<file path="config.mk">
export PLATFORM = sky130hd
export DESIGN_NAME = lbirq_concentrator
export DESIGN_NICKNAME = d
export VERILOG_FILES = /design/src/rtl/lbirq_pkg.sv /design/src/rtl/lbirq_addr_dec.sv /design/src/rtl/lbirq_prio_enc.sv /design/src/rtl/lbirq_concentrator.sv
export SDC_FILE = /design/constraint.sdc
export NUM_CORES = 1
export LEC_CHECK = 0
export ABC_AREA = 1
export CAP_MARGIN = 15
export CORE_MARGIN = 5
export CORE_UTILIZATION = 35
export DETAILED_ROUTE_END_ITERATION = 16
export DONT_BUFFER_PORTS = 1
export PLACE_DENSITY = 0.63
export REMOVE_ABC_BUFFERS = 1
export SETUP_SLACK_MARGIN = 0.02
export SLEW_MARGIN = 20
export SYNTH_ARGS = -nofsm -noshare
export SYNTH_HDL_FRONTEND = slang
export SYNTH_SLANG_ARGS = --single-unit
</file>
<file path="constraint.sdc">
create_clock -name clk -period 1.75 [get_ports clk]
set_clock_uncertainty 0.1 [all_clocks]
set_input_delay 0.2625 -clock clk [delete_from_list [all_inputs] [get_ports clk]]
set_output_delay 0.2625 -clock clk [all_outputs]
set_load 0.005 [all_outputs]
</file>
<file path="src/rtl/lbirq_pkg.sv">
package lbirq_pkg;
    typedef enum logic [1:0] {
        SEL_NONE = 2'd0,
        SEL_VEC  = 2'd1,
        SEL_MASK = 2'd2
    } lbirq_sel_e;
endpackage

</file>
<file path="src/rtl/lbirq_addr_dec.sv">
module lbirq_addr_dec
    import lbirq_pkg::*;
#(
    parameter int ADDR_W = 12,
    parameter logic [ADDR_W-1:0] VEC_OFS  = '0,
    parameter logic [ADDR_W-1:0] MASK_OFS = ADDR_W'(2)
) (
    input  logic [ADDR_W-1:0] addr,
    output lbirq_sel_e        sel
);
    always_comb begin
        if (addr == VEC_OFS)       sel = SEL_VEC;
        else if (addr == MASK_OFS) sel = SEL_MASK;
        else                       sel = SEL_NONE;
    end
endmodule

</file>
<file path="src/rtl/lbirq_prio_enc.sv">
module lbirq_prio_enc #(
    parameter int N     = 16,
    parameter int IDX_W = (N > 1) ? $clog2(N) : 1
) (
    input  logic [N-1:0]     req,
    output logic             any,
    output logic [IDX_W-1:0] idx
);
    logic [N:0]   below;
    logic [N-1:0] first;

    assign below[0] = 1'b0;

    // prefix-OR chain: a bit wins only when nothing below it is set
    for (genvar g = 0; g < N; g++) begin : g_chain
        assign first[g]   = req[g] & ~below[g];
        assign below[g+1] = below[g] | req[g];
    end

    assign any = below[N];

    always_comb begin
        idx = '0;
        for (int k = 0; k < N; k++) begin
            if (first[k]) idx = idx | IDX_W'(k);
        end
    end
endmodule

</file>
<file path="src/rtl/lbirq_concentrator.sv">
module lbirq_concentrator
    import lbirq_pkg::*;
#(
    parameter int N_LINES = 16,
    parameter int REG_W   = 16,
    parameter int ADDR_W  = 12,
    parameter logic [N_LINES-1:0] MASK_RST = N_LINES'(16'h0010),
    parameter logic [ADDR_W-1:0]  VEC_OFS  = '0,
    parameter logic [ADDR_W-1:0]  MASK_OFS = ADDR_W'(2)
) (
    input  logic               clk,
    input  logic               rst_n,
    input  logic [N_LINES-1:0] irq_lines,
    input  logic [ADDR_W-1:0]  reg_addr,
    input  logic               reg_wr,
    input  logic               reg_rd,
    input  logic [REG_W-1:0]   reg_wdata,
    output logic [REG_W-1:0]   reg_rdata,
    output logic               irq_out
);
    localparam int IDX_W = (N_LINES > 1) ? $clog2(N_LINES) : 1;

    typedef struct packed {
        logic [N_LINES-1:0] src;
        logic [N_LINES-1:0] mask;
        logic               irq;
        logic [REG_W-1:0]   rdata;
    } state_t;

    localparam state_t RST_STATE = '{src: '0, mask: MASK_RST, irq: 1'b0, rdata: '0};

    state_t             st_d, st_q;
    lbirq_sel_e         sel;
    logic [N_LINES-1:0] pend_q;
    logic               pend_any;
    logic [IDX_W-1:0]   pend_idx;
    logic [REG_W-1:0]   vec_word;

    lbirq_addr_dec #(
        .ADDR_W   (ADDR_W),
        .VEC_OFS  (VEC_OFS),
        .MASK_OFS (MASK_OFS)
    ) dec_i (
        .addr (reg_addr),
        .sel  (sel)
    );

    assign pend_q = st_q.src & st_q.mask;

    lbirq_prio_enc #(
        .N     (N_LINES),
        .IDX_W (IDX_W)
    ) enc_i (
        .req (pend_q),
        .any (pend_any),
        .idx (pend_idx)
    );

    assign vec_word = pend_any ? ((REG_W'(pend_idx) + REG_W'(1)) << 2) : '0;

    always_comb begin
        st_d     = st_q;
        st_d.src = irq_lines;
        if (reg_wr && sel == SEL_MASK) begin
            st_d.mask = reg_wdata[N_LINES-1:0];
        end
        st_d.irq = |(st_d.src & st_d.mask);
        if (reg_rd) begin
            unique case (sel)
                SEL_VEC:  st_d.rdata = vec_word;
                SEL_MASK: st_d.rdata = REG_W'(st_q.mask);
                default:  st_d.rdata = '0;
            endcase
        end
    end

    always_ff @(posedge clk or negedge rst_n) begin
        if (!rst_n) st_q <= RST_STATE;
        else        st_q <= st_d;
    end

    assign reg_rdata = st_q.rdata;
    assign irq_out   = st_q.irq;

    // source follows the lines one edge later
    p_src_follows_r2: assert property (@(posedge clk) disable iff (!rst_n)
        1'b1 |=> st_q.src == $past(irq_lines));

    // request only when an enabled line is pending
    p_out_pending_r3: assert property (@(posedge clk) disable iff (!rst_n)
        irq_out |-> (st_q.src & st_q.mask) != '0);

    // mask write lands on the next edge
    p_mask_write_r5: assert property (@(posedge clk) disable iff (!rst_n)
        (reg_wr && reg_addr == MASK_OFS) |=> st_q.mask == $past(reg_wdata[N_LINES-1:0]));

    // no other access changes the mask
    p_mask_hold_r6: assert property (@(posedge clk) disable iff (!rst_n)
        !(reg_wr && reg_addr == MASK_OFS) |=> $stable(st_q.mask));

    // unmapped reads return zero
    p_unmapped_rd_r6: assert property (@(posedge clk) disable iff (!rst_n)
        (reg_rd && reg_addr != VEC_OFS && reg_addr != MASK_OFS) |=> reg_rdata == '0);

    // an empty vector read returns zero
    p_empty_vec_r4: assert property (@(posedge clk) disable iff (!rst_n)
        (reg_rd && reg_addr == VEC_OFS && (st_q.src & st_q.mask) == '0) |=> reg_rdata == '0);

    // read data holds between reads
    p_rdata_hold_r9: assert property (@(posedge clk) disable iff (!rst_n)
        !reg_rd |=> $stable(reg_rdata));
endmodule

</file>
==> out/qor.csv, run 1 <==
stage,metric,value,unit
synthesis,YS warnings,0,
critical_path,worst-path fanout max,5,
floorplanning,core area,0.00687,mm^2
synthesis,"Seq/Total Area, Yosys",49.3,%
floorplanning,num rows,30,
floorplanning,Die Height,94.3,um
routing,total number of vias,2030,
synthesis,Avg Synthesized Cell Area,8.44,um^2
placement,gp weighted congestion,0.809,
finish,most frequent cells in the layout,"nand2_1, dfrtp_1, dlygate4sd3_1",
routing,"antenna viol nets, final",0,
finish,"commonest non-fill, non-tap cell in the layout",nand2_1,
critical_path,worst reg-to-reg path cell count,13,
timing,min cycle time layout,1.89,ns
finish,NumNets Final,386,
timing,Tcrit/Tclk final,108,%
job,max-cap violations,0,
critical_path,crit path kind,reg2reg,
finish,share of cells above drive strength 1,23.7,%
synthesis,Post-Synthesis Cells,295,
grt,number of global-route vias before repair,2203,
floorplanning,die width,94.3,um
clock_tree,clock slew at reported path FFs,0.10,ns
hold_path,HP Class,in2reg,
timing,worst-margin pin slew,0.528,ns
clock_tree,latest clock arrival within the worst-skew pair,0.31,ns
routing,DRC errors left,0,
critical_path,crit-path most repeated cell,nand2_2,
placement,Placement Setup Slack,-0.222,ns
critical_path,arrival time worst endpoint,2.01,ns
finish,final core utilization,46.2,%
floorplanning,Initial Util,36.2,%
timing,Slew headroom,64.8,%
critical_path,Crit path largest cell delay,0.41,ns
hold_path,hold path endpoint,st_q[32],
critical_path,worst r2r src,st_q[19],
finish,Layout area overhead,27.3,%
floorplanning,die area,0.00890,mm^2
clock_tree,clk sink count,49,
synthesis,Mapped Area,0.00249,mm^2
timing,RSZ-0062 raised after global routing,yes,
clock_tree,clk buf depth,2,
timing,setup TNS,-0.479,ns
clock_tree,CTS H-Tree Depth,2,
critical_path,Setup crit end kind,flip-flop,
grt,total grt overflow,0,
hold_path,hold path start,reg_wr,
grt,largest net degree at the start of global routing,50,
routing,TritonRoute pass-1 iters,4,
synthesis,"FF+latch count, synth",49,
hold_path,hold depth,2,
timing,maximum clock rate,529,MHz
status,status,"finished, violations left",
pwr,Static Leak,1.55,nW
routing,Routed WL,6530,um
grt,initial antenna violation count,0,
synthesis,Synth cell types,30,
clock_tree,Num CTS Buffers,5,
timing,Setup-failing EPs final,5,
grt,GRT Util Overall,15.6,%
pwr,P per Cell Area,665,mW/mm^2
critical_path,critical path data required time,1.87,ns
timing,setup ws final,-0.140,ns
timing,final hold vios,0,
grt,first-pass GRT wire length,10700,um
clock_tree,CTS tree,done,
routing,vias per inst,4.68,
placement,# port buffers,0,
pwr,Peak VDD IR,0.470,mV
clock_tree,root buf cell,clkbuf_8,
floorplanning,IO Pins,65,
critical_path,Startpoint Class,flip-flop,
status,failing checks,negative setup slack,
critical_path,CP max stage cell,dfrtp_1,
finish,ANT cells,0,
timing,Pins Over Slew Limit,0,
critical_path,R2R Path End,reg_rdata[5],
routing,WL/cell,15.0,um
critical_path,Worst R2R Setup Slack,-0.14,ns
routing,1st-iter DRT viols,90,
placement,HPWL Detailed,4450,um
critical_path,CP cell instances,nand2_2 -> nand2_2 -> nor2_4 -> nand4_4 -> nor2_4 -> nand3_4 -> nand2_2 -> buf_4 -> nand3_1 -> nand2_1 -> nand3_1 -> nand2_1 -> inv_1,
==> cell usage after synthesis (all sizes together) <==
cell	n	share of area [%]
nor2	33	6.4
buf	22	6.7
and3b	1	0.35
nor3	2	0.40
or2	1	0.25
a41oi	1	0.35
clkbuf	2	0.30
nand3	25	5.9
nand4	8	2.6
o21ai	8	1.6
o31ai	4	1.2
nand2	96	15
and3	1	0.25
inv	24	3.6
a21oi	14	4.2
dfrtp	48	48
dfstp	1	1.1
a31oi	3	0.75
ha	1	0.50
==> area by class of cell <==
type	count	area, um^2
fillers	681	3700
flip-flops and latches	49	1230
multi-input cells	198	1070
repair buffers	59	564
well taps	96	120
inverters	24	90.1
clock buffers	5	68.8
clock inverters	3	28.8
==> registers in the layout, indices dropped and copies added (netlist names) <==
name	flops
reg_rdata	16
st_q	32
irq_out	1
==> worst max path at each step <==
stage	startpoint	endpoint	cells past startpoint
2_1_floorplan	reg_addr[9]	irq_out	11
3_3_place_gp	st_q[21]	reg_rdata[4]	13
3_5_place_dp	st_q[21]	reg_rdata[4]	11
4_1_cts	st_q[20]	reg_rdata[5]	12
5_1_grt	st_q[21]	reg_rdata[4]	11
6_report	st_q[19]	reg_rdata[5]	13
==> kinds of logic after synthesis <==
logic type,count (synthesis),synth area share [%]
and+or+nand+nor,167,31.5
AOI/OAI and AO/OA,30,8.09
adders and majority gates,1,0.502
DFF,49,49.3
buffers and inverters,48,10.7
==> critical path: cells and delay by family, from the launching register on <==
| kind | cells | cell delay [ns] |
|---|---|---|
| buf+inv | 2 | 0.15 |
| flops | 1 | 0.41 |
| simple gates | 11 | 1.14 |
==> through the flow <==
stage	std cells	power [mW]	hold slack, ns	area (um^2)
after floorplan	271	1.27	-0.133	2310
after global placement	387	1.29	-0.131	2600
after detailed placement	387	1.29	-0.131	2600
after CTS	430	2.12	0.000265	3110
after global routing	434	2.22	0.00539	3170
final	434	2.11	0.00710	3170
==> power breakdown <==
group	leakage (nW)	switching (mW)	internal, mW
registers	0.595	0.0156	1.16
logic	0.901	0.105	0.0961
clock network	0.0506	0.434	0.300
==> routing by layer <==
metal  up-vias  global-route usage, %  wire (um)
li1       1013                      -          -
met1       961                   19.6       2810
met2        48                   25.9       3200
met3         8                   4.30        410
met4         0                   5.17         98
met5         -                      0          0
==> repair_timing <==
item / CTS / global route
buffers inserted: 4 / 0
pin swaps: 10 / 10
hold endpoints to repair: 77 / 4
resized for setup: 19 / 5
hold buffers: 31 / 4
setup endpoints to repair: 5 / 8
No activity file was read; power rests on OpenSTA's default activity.
==> run 2, diff against run 1 <==
- CORE_MARGIN: 5 -> default
==> run 2 against run 1 <==
- the run still ends with negative setup slack left
- via count up 1.1%
- critical path depth unchanged
- hold slack better by 0.0019 ns
- maximum frequency down 2.9%
- non-clock buffer count up 1
- global-route usage up 3.2 points
- cell count up 0.23%
- wire length down 0.75%
- largest power group unchanged
- sequential cell count unchanged
==> out/qor.csv, run 2 (synthesized netlist as in run 1, its figures left out) <==
stage,metric,value,unit
status,status,"finished, violations left",
status,failing checks,negative setup slack,
critical_path,arrival time worst endpoint,2.09,ns
clock_tree,clk buf depth,2,
timing,min cycle time layout,1.95,ns
critical_path,crit path kind,reg2reg,
timing,Min Hold Slack,0.00896,ns
hold_path,HP Class,in2reg,
timing,Setup-failing EPs final,5,
pwr,Static Leak,1.56,nW
placement,# port buffers,0,
routing,total number of vias,2053,
grt,initial antenna violation count,0,
floorplanning,die area,0.00746,mm^2
finish,fin area,0.00323,mm^2
critical_path,Setup crit end kind,flip-flop,
clock_tree,Num CTS Buffers,5,
timing,Slew headroom,64.8,%
finish,largest reg by FF count,st_q,
placement,cell area after placement,0.00257,mm^2
timing,Pins Over Slew Limit,0,
grt,total grt overflow,0,
routing,WL/cell,14.9,um
timing,Tcrit/Tclk final,111,%
finish,max reg flops,32,
finish,ANT cells,0,
routing,TritonRoute pass-1 iters,4,
finish,final core utilization,47.3,%
timing,final hold vios,0,
critical_path,Startpoint Class,flip-flop,
timing,RSZ-0062 raised after global routing,yes,
routing,"antenna viol nets, final",0,
routing,DRC errors left,0,
timing,worst-margin pin slew,0.527,ns
critical_path,Worst R2R Setup Slack,-0.20,ns
clock_tree,clk sink count,49,
floorplanning,die width,86.3,um
pwr,total power,2.12,mW
finish,share of cells above drive strength 1,26.0,%
placement,Inst Count DP,385,
grt,largest net degree at the start of global routing,50,
job,max-cap violations,0,
grt,first-pass GRT wire length,10600,um
placement,Placement Setup Slack,-0.190,ns
placement,HPWL Detailed,4080,um
timing,setup ws final,-0.196,ns
clock_tree,clock slew at reported path FFs,0.10,ns
finish,"commonest non-fill, non-tap cell in the layout",nand2_1,
timing,maximum clock rate,514,MHz
routing,vias per inst,4.72,
routing,Routed WL,6480,um
clock_tree,CTS tree,done,
finish,NumNets Final,387,
critical_path,critical path data required time,1.89,ns
clock_tree,latest clock arrival within the worst-skew pair,0.32,ns
clock_tree,root buf cell,clkbuf_8,
finish,Layout area overhead,29.9,%
routing,1st-iter DRT viols,103,
finish,"non-filler cells, final",435,
grt,GRT Util Overall,18.8,%
floorplanning,core area,0.00683,mm^2
floorplanning,num rows,30,
floorplanning,Initial Util,36.4,%
pwr,P per Cell Area,655,mW/mm^2
timing,setup TNS,-0.777,ns
critical_path,worst-path fanout max,3,
placement,gp weighted congestion,0.788,
floorplanning,Die Height,86.3,um
clock_tree,CTS H-Tree Depth,2,
finish,most frequent cells in the layout,"nand2_1, dfrtp_1, dlygate4sd3_1",
pwr,Peak VDD IR,0.385,mV
finish,Fillers,691,
grt,number of global-route vias before repair,2210,
floorplanning,IO Pins,65,
==> run 2: cell count changes in the layout (fill, tap and decap cells not counted), moves of 3 or more <==
cell	before	now
nand3_1	22	19
buf_6	1	4
nand2_2	17	14
nand3_2	1	4
==> run 2: worst max-delay path: stages, from the launching register on <==
cell	delay [ns]
dfstp_2	0.59
nand2_4	0.08
nand2_1	0.07
o21ai_0	0.07
nand2_1	0.08
o21ai_2	0.06
inv_1	0.05
nand2_1	0.09
nor2_4	0.13
nand2_4	0.07
ha_4	0.17
a21oi_2	0.12
o21ai_1	0.07
a21oi_1	0.12
==> run 2: cell type report <==
class,count,area (um^2),area share (%)
clock buffers,5,68.8,2.13
multi-input cells,198,1130,34.9
well taps,96,120,3.71
flip-flops and latches,49,1230,37.9
inverters,24,90.1,2.79
clock inverters,3,28.8,0.890
repair buffers,60,571,17.6
==> run 2: power by group <==
group	switching, mW	internal (mW)	leakage, nW
clock network	0.434	0.300	0.0506
registers	0.0159	1.16	0.595
logic	0.111	0.0975	0.911
==> run 2: what timing repair did <==
item                                   4_1_cts  5_1_grt
endpoints found under the hold margin       82        0
gates resized for setup                     16       23
hold buffers                                35        0
pin swaps                                   18       10
setup endpoints to repair                    5        7
setup buffers                                5        2
==> run 2: layer usage <==
layer	vias up	share of wire (%)	GRT usage, %
met2	57	49	31.1
met4	0	1.7	5.91
li1	1016	-	-
met1	969	43	23.1
met3	11	6.3	6.38
met5	-	0	0
==> run 2: final timing paths <==
check | start | end | depth (start not counted)
setup / recovery | st_q[21] | reg_rdata[4] | 13
hold reg to reg | reg_rdata[0] | reg_rdata[0] | 2
max in group asynchronous | rst_n | st_q[21] | 2
setup reg to reg | st_q[21] | reg_rdata[4] | 13
min in group asynchronous | rst_n | st_q[45] | 2
hold / removal | reg_wdata[0] | st_q[17] | 2
